<file path="src/rtl/tcm_merge_pkg.sv">
package tcm_merge_pkg;

  typedef enum logic [1:0] {
    OP_LOAD  = 2'd0,
    OP_STORE = 2'd1,
    OP_STM   = 2'd2,
    OP_RSVD  = 2'd3
  } reqOp_e;

  localparam logic [11:0] FAULT_NONE = 12'h000;
  localparam logic [11:0] FAULT_BUS  = 12'h008;
  localparam logic [11:0] FAULT_ECC  = 12'hC09;

  // strobes from the sequencer to the datapath
  typedef struct packed {
    logic take;
    logic rdIssue;
    logic capture;
    logic wrIssue;
    logic useMerge;
    logic beatAdv;
    logic finish;
  } ctlStb_t;

  // codeword position of data bit i (powers of two left out)
  function automatic int unsigned codePos(input int unsigned i);
    if (i == 0)       return 3;
    else if (i < 4)   return i + 4;
    else if (i < 11)  return i + 5;
    else if (i < 26)  return i + 6;
    else if (i < 57)  return i + 7;
    else              return i + 8;
  endfunction

  function automatic logic [7:0] secdedCheck(input logic [63:0] d);
    logic [7:0] c;
    int unsigned p;
    c = '0;
    for (int i = 0; i < 64; i++) begin
      p = codePos(i);
      for (int k = 0; k < 7; k++)
        if (p[k]) c[k] = c[k] ^ d[i];
    end
    c[7] = (^d) ^ (^c[6:0]);
    return c;
  endfunction

endpackage

</file>
<file path="src/rtl/tcm_merge_dp.sv">
module tcm_merge_dp
  import tcm_merge_pkg::*;
#(
  parameter int AW       = 16,
  parameter int MAX_REGS = 4,
  localparam int WAW   = AW - 3,
  localparam int NBEAT = MAX_REGS / 2 + 1,
  localparam int BUFW  = 64 * NBEAT,
  localparam int BIW   = $clog2(NBEAT + 1)
) (
  input  logic                  clk,
  input  logic                  rstN,
  input  ctlStb_t               stb,
  input  logic [1:0]            reqOp,
  input  logic [WAW-1:0]        reqWord,
  input  logic [7:0]            reqStrb,
  input  logic [MAX_REGS*32-1:0] reqData,
  input  logic [63:0]           memRdata,
  input  logic [7:0]            memRcheck,
  input  logic                  memErr,
  input  logic                  eccEn,
  input  logic                  extErrEn,
  output logic [WAW-1:0]        memAddr,
  output logic [63:0]           memWdata,
  output logic [63:0]           doneData,
  output logic                  doneAbort,
  output logic [11:0]           doneFault,
  output logic                  abortNow
);

  logic [1:0]     opQ;
  logic [WAW-1:0] addrQ;
  logic [7:0]     strbQ;
  logic [BUFW-1:0] bufQ;
  logic [BIW-1:0] beatQ;
  logic [63:0]    mergeQ, rdQ;
  logic           abortQ;
  logic [11:0]    faultQ;

  logic [63:0] beatWord, newWord, mergedWord;
  logic [7:0]  newStrb;
  logic        eccBad, busBad;
  logic [11:0] faultNow;

  assign beatWord = bufQ[int'(beatQ)*64 +: 64];

  always_comb begin
    if (reqOp_e'(opQ) == OP_STM) begin
      newWord = {32'h0, beatWord[31:0]};
      newStrb = 8'h0F;
    end else begin
      newWord = beatWord;
      newStrb = strbQ;
    end
  end

  for (genvar b = 0; b < 8; b++) begin : g_byte
    assign mergedWord[8*b +: 8] = newStrb[b] ? newWord[8*b +: 8] : memRdata[8*b +: 8];
  end

  always_comb begin
    eccBad   = eccEn && (secdedCheck(memRdata) != memRcheck);
    busBad   = extErrEn && memErr;
    abortNow = eccBad || busBad;
    if (eccBad)      faultNow = FAULT_ECC;
    else if (busBad) faultNow = FAULT_BUS;
    else             faultNow = FAULT_NONE;
  end

  always_ff @(posedge clk) begin
    if (!rstN) begin
      opQ    <= '0;
      addrQ  <= '0;
      strbQ  <= '0;
      bufQ   <= '0;
      beatQ  <= '0;
      mergeQ <= '0;
      rdQ    <= '0;
      abortQ <= 1'b0;
      faultQ <= FAULT_NONE;
    end else begin
      if (stb.take) begin
        opQ    <= reqOp;
        addrQ  <= reqWord;
        strbQ  <= reqStrb;
        bufQ   <= BUFW'(reqData);
        beatQ  <= '0;
        abortQ <= 1'b0;
        faultQ <= FAULT_NONE;
      end
      if (stb.beatAdv) begin
        addrQ <= addrQ + 1'b1;
        beatQ <= beatQ + 1'b1;
      end
      if (stb.capture) begin
        mergeQ <= mergedWord;
        rdQ    <= memRdata;
        abortQ <= abortNow;
        faultQ <= faultNow;
      end
    end
  end

  assign memAddr   = addrQ;
  assign memWdata  = stb.useMerge ? mergeQ : beatWord;
  assign doneData  = rdQ;
  assign doneAbort = abortQ;
  assign doneFault = faultQ;

endmodule

</file>
<file path="src/rtl/tcm_merge_ctl.sv">
module tcm_merge_ctl
  import tcm_merge_pkg::*;
#(
  parameter int MAX_REGS = 4,
  localparam int CW = $clog2(MAX_REGS + 1)
) (
  input  logic          clk,
  input  logic          rstN,
  input  logic          reqValid,
  input  logic [1:0]    reqOp,
  input  logic [7:0]    reqStrb,
  input  logic [CW-1:0] reqCount,
  input  logic          abortNow,
  output logic          reqReady,
  output logic          memReq,
  output logic          memWe,
  output logic          doneValid,
  output ctlStb_t       stb
);

  typedef enum logic [2:0] {S_IDLE, S_RD, S_CHK, S_WR, S_FIN} state_e;

  state_e        state, nextState;
  logic [CW-1:0] pairsLeft;
  logic          tailQ, mergeQ, loadQ;

  always_comb begin
    stb       = '0;
    nextState = state;
    unique case (state)
      S_IDLE: if (reqValid) begin
        stb.take = 1'b1;
        unique case (reqOp_e'(reqOp))
          OP_STORE: nextState = (reqStrb == 8'hFF) ? S_WR : S_RD;
          OP_STM:   nextState = (reqCount >= CW'(2)) ? S_WR :
                                (reqCount == CW'(1)) ? S_RD : S_FIN;
          default:  nextState = S_RD;
        endcase
      end
      S_RD: begin
        stb.rdIssue = 1'b1;
        nextState   = S_CHK;
      end
      S_CHK: begin
        stb.capture = 1'b1;
        nextState   = (loadQ || abortNow) ? S_FIN : S_WR;
      end
      S_WR: begin
        stb.wrIssue  = 1'b1;
        stb.useMerge = mergeQ;
        stb.beatAdv  = !mergeQ;
        if (mergeQ)                   nextState = S_FIN;
        else if (pairsLeft > CW'(1))  nextState = S_WR;
        else if (tailQ)               nextState = S_RD;
        else                          nextState = S_FIN;
      end
      S_FIN: begin
        stb.finish = 1'b1;
        nextState  = S_IDLE;
      end
      default: nextState = S_IDLE;
    endcase
  end

  always_ff @(posedge clk) begin
    if (!rstN) begin
      state     <= S_IDLE;
      pairsLeft <= '0;
      tailQ     <= 1'b0;
      mergeQ    <= 1'b0;
      loadQ     <= 1'b0;
    end else begin
      state <= nextState;
      if (stb.take) begin
        loadQ     <= (reqOp_e'(reqOp) != OP_STORE) && (reqOp_e'(reqOp) != OP_STM);
        pairsLeft <= (reqOp_e'(reqOp) == OP_STM) ? (reqCount >> 1) : '0;
        tailQ     <= (reqOp_e'(reqOp) == OP_STM) && reqCount[0];
        mergeQ    <= 1'b0;
      end
      if (stb.capture) mergeQ <= 1'b1;
      if (stb.wrIssue && !mergeQ && pairsLeft != '0) pairsLeft <= pairsLeft - 1'b1;
    end
  end

  assign reqReady  = (state == S_IDLE);
  assign memReq    = stb.rdIssue || stb.wrIssue;
  assign memWe     = stb.wrIssue;
  assign doneValid = stb.finish;

endmodule

</file>
<file path="src/rtl/tcm_merge_ctrl.sv">
module tcm_merge_ctrl
  import tcm_merge_pkg::*;
#(
  parameter int AW       = 16,
  parameter int MAX_REGS = 4,
  localparam int CW = $clog2(MAX_REGS + 1)
) (
  input  logic                   clk,
  input  logic                   rstN,
  input  logic                   reqValid,
  output logic                   reqReady,
  input  logic [1:0]             reqOp,
  input  logic [AW-1:0]          reqAddr,
  input  logic [7:0]             reqStrb,
  input  logic [CW-1:0]          reqCount,
  input  logic [MAX_REGS*32-1:0] reqData,
  input  logic                   rmwEn,
  input  logic                   eccEn,
  input  logic                   extErrEn,
  output logic                   memReq,
  output logic                   memWe,
  output logic [AW-4:0]          memAddr,
  output logic [63:0]            memWdata,
  input  logic [63:0]            memRdata,
  input  logic [7:0]             memRcheck,
  input  logic                   memErr,
  output logic                   doneValid,
  output logic [63:0]            doneData,
  output logic                   doneAbort,
  output logic [11:0]            doneFault
);

  ctlStb_t ctlStb;
  logic    abortNow;
  logic    unusedBits;

  // narrow stores always merge, so the optional control bit is not consulted
  assign unusedBits = ^{rmwEn, reqAddr[2:0]};

  tcm_merge_ctl #(.MAX_REGS(MAX_REGS)) i_ctl (
    .clk      (clk),
    .rstN     (rstN),
    .reqValid (reqValid),
    .reqOp    (reqOp),
    .reqStrb  (reqStrb),
    .reqCount (reqCount),
    .abortNow (abortNow),
    .reqReady (reqReady),
    .memReq   (memReq),
    .memWe    (memWe),
    .doneValid(doneValid),
    .stb      (ctlStb)
  );

  tcm_merge_dp #(.AW(AW), .MAX_REGS(MAX_REGS)) i_dp (
    .clk      (clk),
    .rstN     (rstN),
    .stb      (ctlStb),
    .reqOp    (reqOp),
    .reqWord  (reqAddr[AW-1:3]),
    .reqStrb  (reqStrb),
    .reqData  (reqData),
    .memRdata (memRdata),
    .memRcheck(memRcheck),
    .memErr   (memErr),
    .eccEn    (eccEn),
    .extErrEn (extErrEn),
    .memAddr  (memAddr),
    .memWdata (memWdata),
    .doneData (doneData),
    .doneAbort(doneAbort),
    .doneFault(doneFault),
    .abortNow (abortNow)
  );

endmodule

</file>
<file path="config.mk">
export PLATFORM = sky130hd
export DESIGN_NAME = tcm_merge_ctrl
export DESIGN_NICKNAME = d
export VERILOG_FILES = /design/src/rtl/tcm_merge_pkg.sv /design/src/rtl/tcm_merge_dp.sv /design/src/rtl/tcm_merge_ctl.sv /design/src/rtl/tcm_merge_ctrl.sv
export SDC_FILE = /design/constraint.sdc
export NUM_CORES = 1
export LEC_CHECK = 0
export BUFFER_PORTS_ARGS = -buffer_cell sky130_fd_sc_hd__buf_2
export CAP_MARGIN = 5
export CORE_MARGIN = 2
export CORE_UTILIZATION = 25
export CTS_BUF_LIST = sky130_fd_sc_hd__clkbuf_2
export DETAILED_ROUTE_END_ITERATION = 16
export PLACE_DENSITY = 0.55
export SLEW_MARGIN = 30
export SYNTH_ARGS = -nofsm -noshare
export SYNTH_HDL_FRONTEND = slang
export SYNTH_SLANG_ARGS = --single-unit
</file>
<file path="constraint.sdc">
create_clock -name clk -period 3.5 [get_ports clk]
set_input_delay 0.525 -clock clk [delete_from_list [all_inputs] [get_ports clk]]
set_output_delay 0.525 -clock clk [all_outputs]
set_load 0.005 [all_outputs]
</file>
==> results.yml <==
status:
  status: "finished, violations left"
  violations: "negative setup slack"
synthesis:
  yosysSeqAreaShare: 0.3963
  synth_compound_area_frac: 0.2120
  synthArstFlopShare: 0
  synth-seq-cells: 293
  synth_top_family_by_area: "compound AO/OA/AOI/OAI gates"
  synth_ff_type: "dfxtp_1"
  synth_area_um2: 14800
  synth.area.mux_share: 0.09334
  synth_edf_count: 0
  syn_area_per_cell_um2: 8.520
  synthAdderAreaFrac: 0.005073
  ys.warnings.count: 0
  synthCells: 1737
  yosysUniqueCellTypes: 44
  synth_xor_area_frac: 0.08378
  synthSimpleGateAreaFrac: 0.1677
clock_tree:
  cts_buffers: 86
  clock-sinks: 293
  clock-root-buffer: "clkbuf_2"
  clk_pin_slew_worst_paths_ns: 0.10
  clock_path_buffers: 3
  cts_tree: "yes"
  h-tree-depth: 3
  insertion_delay_ns: 1.05
routing:
  drt-total-wl_mm: 59.56
  drt_pass1_iterations: 5
  wl_per_cell_um: 18.28
  drt_iter0_drc: 635
  vias: 15180
  drtAntennaViolNets: 0
  vias_per_cell: 4.659
  drc_errors: 0
timing:
  setup_slack_ns: -0.004764
  clock_skew_ns: 0.05213
  period_minus_slack_ns: 3.505
  hold_viol: 0
  hold_slack_ns: 0.2701
  tightestPinTransition_ns: 0.8115
  slew_headroom: 0.4522
  max_freq_mhz: 285.3
  setup_viol: 1
  maxSlewViolCount: 0
  finalSetupTns_ns: -0.004764
  finalCritPeriodShare: 1.001
die:
  core-area_um2: 58800
  ios: 394
  die_h_um: 247.3
  start_util: 0.2517
  fp.dieW_um: 247.3
  num_rows: 89
  dieArea_um2: 61160
layout:
  finish.utilization: 0.3679
  layout-drive-gt1-share: 0.2631
  syn2layout_area_growth_pct: 46.14
  nets: 2661
  layout_commonest_cell: "nand2_1"
  most-common-layout-cells: "nand2_1, buf_2, dlygate4sd3_1, dfxtp_1, a21boi_0"
power_and_ir_drop:
  p_per_area_nw_per_um2: 434.4
  p_leak_nw: 9.939
  peakVddDrop_mv: 0.3036
  total_power_mw: 9.396
worst_setup_path:
  reg2reg_to: "i_dp.memAddr[4]"
  endpoint_kind: "flop"
  startpoint_type: "primary input"
  path_max_fanout: 4
  crit_arrival_ns: 4.44
  rr_worst_depth: 11
  reg2reg_slack_ns: 0.23
  cp.required_ns: 4.43
  critical_path_class: "in2reg"
  r2r_start: "i_ctl.state[0]"
global_routing:
  track_usage: 0.1897
  grt_max_degree: 136
  grt_pass1_vias: 15460
  grt_first_pass_wirelength_mm: 87.95
  grt_overflow: 0
  antenna_found_initial: 8
worst_hold_path:
  min_to: "i_dp.bufQ[16]"
  min_from: "reqData[16]"
  worst_hold_path_type: "in2reg"
  min_path_cells: 4
placement:
  gp_congestion: 0.7840
  io_buffer_count: 381
  hpwl_mm: 38.78
run:
  cap_violations: 0
## logic make-up after synthesis
logic type      count (synthesis)
compound gates                396
xor+xnor                      125
fa+ha+maj                       6
buf+inv                       154
flops                         293
mux                           130
other cells                     1
simple gates                  632
## final cells by class
class,count,area [um^2]
fill,5992,37170
multi-input combinational,1298,8424
sequential,293,5877
timing repair buffer,730,5512
tap,773,967.2
clock buffer,123,615.6
clock inverter,24,175.2
inverter,10,40.04
antenna,7,17.52
## timing repair
item	in CTS	in global routing
hold buffers	292	0
endpoints found under the hold margin	290	0
gates cloned	4	0
setup buffers	6	1
resized for setup	12	5
endpoints found under the setup margin	64	12
## Yosys cell counts, types with 2 or more instances
cell | number | area, um^2
a211oi_1 | 2 | 15.01
a31oi_1 | 5 | 31.28
mux2_2 | 64 | 720.7
nor2_1 | 89 | 334.1
and2_1 | 4 | 25.02
nand2_1 | 495 | 1858
nand3_1 | 11 | 55.05
buf_4 | 10 | 75.07
clkbuf_1 | 116 | 435.4
nand4_1 | 4 | 25.02
nor2b_1 | 5 | 31.28
o221ai_1 | 2 | 17.52
a41oi_1 | 2 | 17.52
xnor3_1 | 10 | 225.2
or3_1 | 2 | 12.51
dfxtp_1 | 293 | 5866
xor2_1 | 19 | 166.4
xnor2_1 | 95 | 832.1
a21oi_1 | 13 | 65.06
a21boi_0 | 215 | 1614
ha_1 | 6 | 75.07
nor3b_1 | 2 | 15.01
o21bai_1 | 2 | 15.01
o21ai_0 | 19 | 95.09
a221oi_1 | 2 | 17.52
and3_1 | 4 | 25.02
buf_1 | 18 | 67.56
inv_1 | 10 | 37.54
o311ai_0 | 65 | 569.3
nor3_1 | 10 | 50.05
o211a_1 | 65 | 650.6
mux2i_1 | 66 | 660.6
## worst max-delay path by stage
stage                    from                 end  slack, ns  cells past startpoint
4_1_cts        i_ctl.state[0]        memWdata[44]     -0.001                      7
3_5_place_dp     memRdata[55]      i_ctl.state[1]      -0.36                     12
2_1_floorplan     memRdata[7]      i_ctl.state[2]       0.47                     10
3_3_place_gp     memRdata[55]      i_ctl.state[2]      -0.34                     12
5_1_grt        i_ctl.state[0]        memWdata[44]     -0.004                      7
6_report         memRdata[55]  i_dp.doneFault[10]     -0.005                     15
## report_power, final
part	switching [mW]	total, mW	internal, mW
Combinational	1.42	2.90	1.48
Clock	1.58	2.74	1.16
Sequential	0.153	3.76	3.60
## through the flow
step	worst slack [ns]	instances	instance area [um^2]
6_report	-0.004764	3258	21630
5_1_grt	-0.004220	3255	21620
4_1_cts	-0.001037	3249	21550
3_5_place_dp	-0.3596	2800	17640
3_3_place_gp	-0.3427	2800	17630
2_1_floorplan	0.4689	1744	14830
## worst max-delay path, stage by stage
cell and delay, ns:
dlygate4sd3_1 0.53, clkbuf_4 0.20, xor2_4 0.20, buf_4 0.14, xnor3_1 0.43, xnor2_1 0.20
xnor3_1 0.46, xnor2_2 0.16, xnor3_1 0.45, mux2i_2 0.24, buf_4 0.15, nand3_1 0.06
nand3_1 0.08, dlygate4sd3_1 0.54, a21boi_0 0.07
## registers in the layout, indices dropped and copies added (netlist names)
name             cells
i_dp.mergeQ         64
i_dp.doneAbort       1
i_ctl.state          3
i_dp.doneFault       2
i_ctl.mergeQ         1
i_dp.doneData       64
i_ctl.tailQ          1
i_dp.strbQ           8
i_ctl.loadQ          1
i_dp.beatQ           2
i_ctl.pairsLeft      3
i_dp.opQ             2
i_dp.bufQ          128
i_dp.memAddr        13
## routing by layer
metal,track usage,routed length (um),up-vias
li1,-,-,7350
met1,0.2268,25270,7175
met2,0.3188,28330,496
met3,0.05144,3796,154
met4,0.08190,2130,4
met5,0,27,-
No activity file was read; power rests on OpenSTA's default activity.
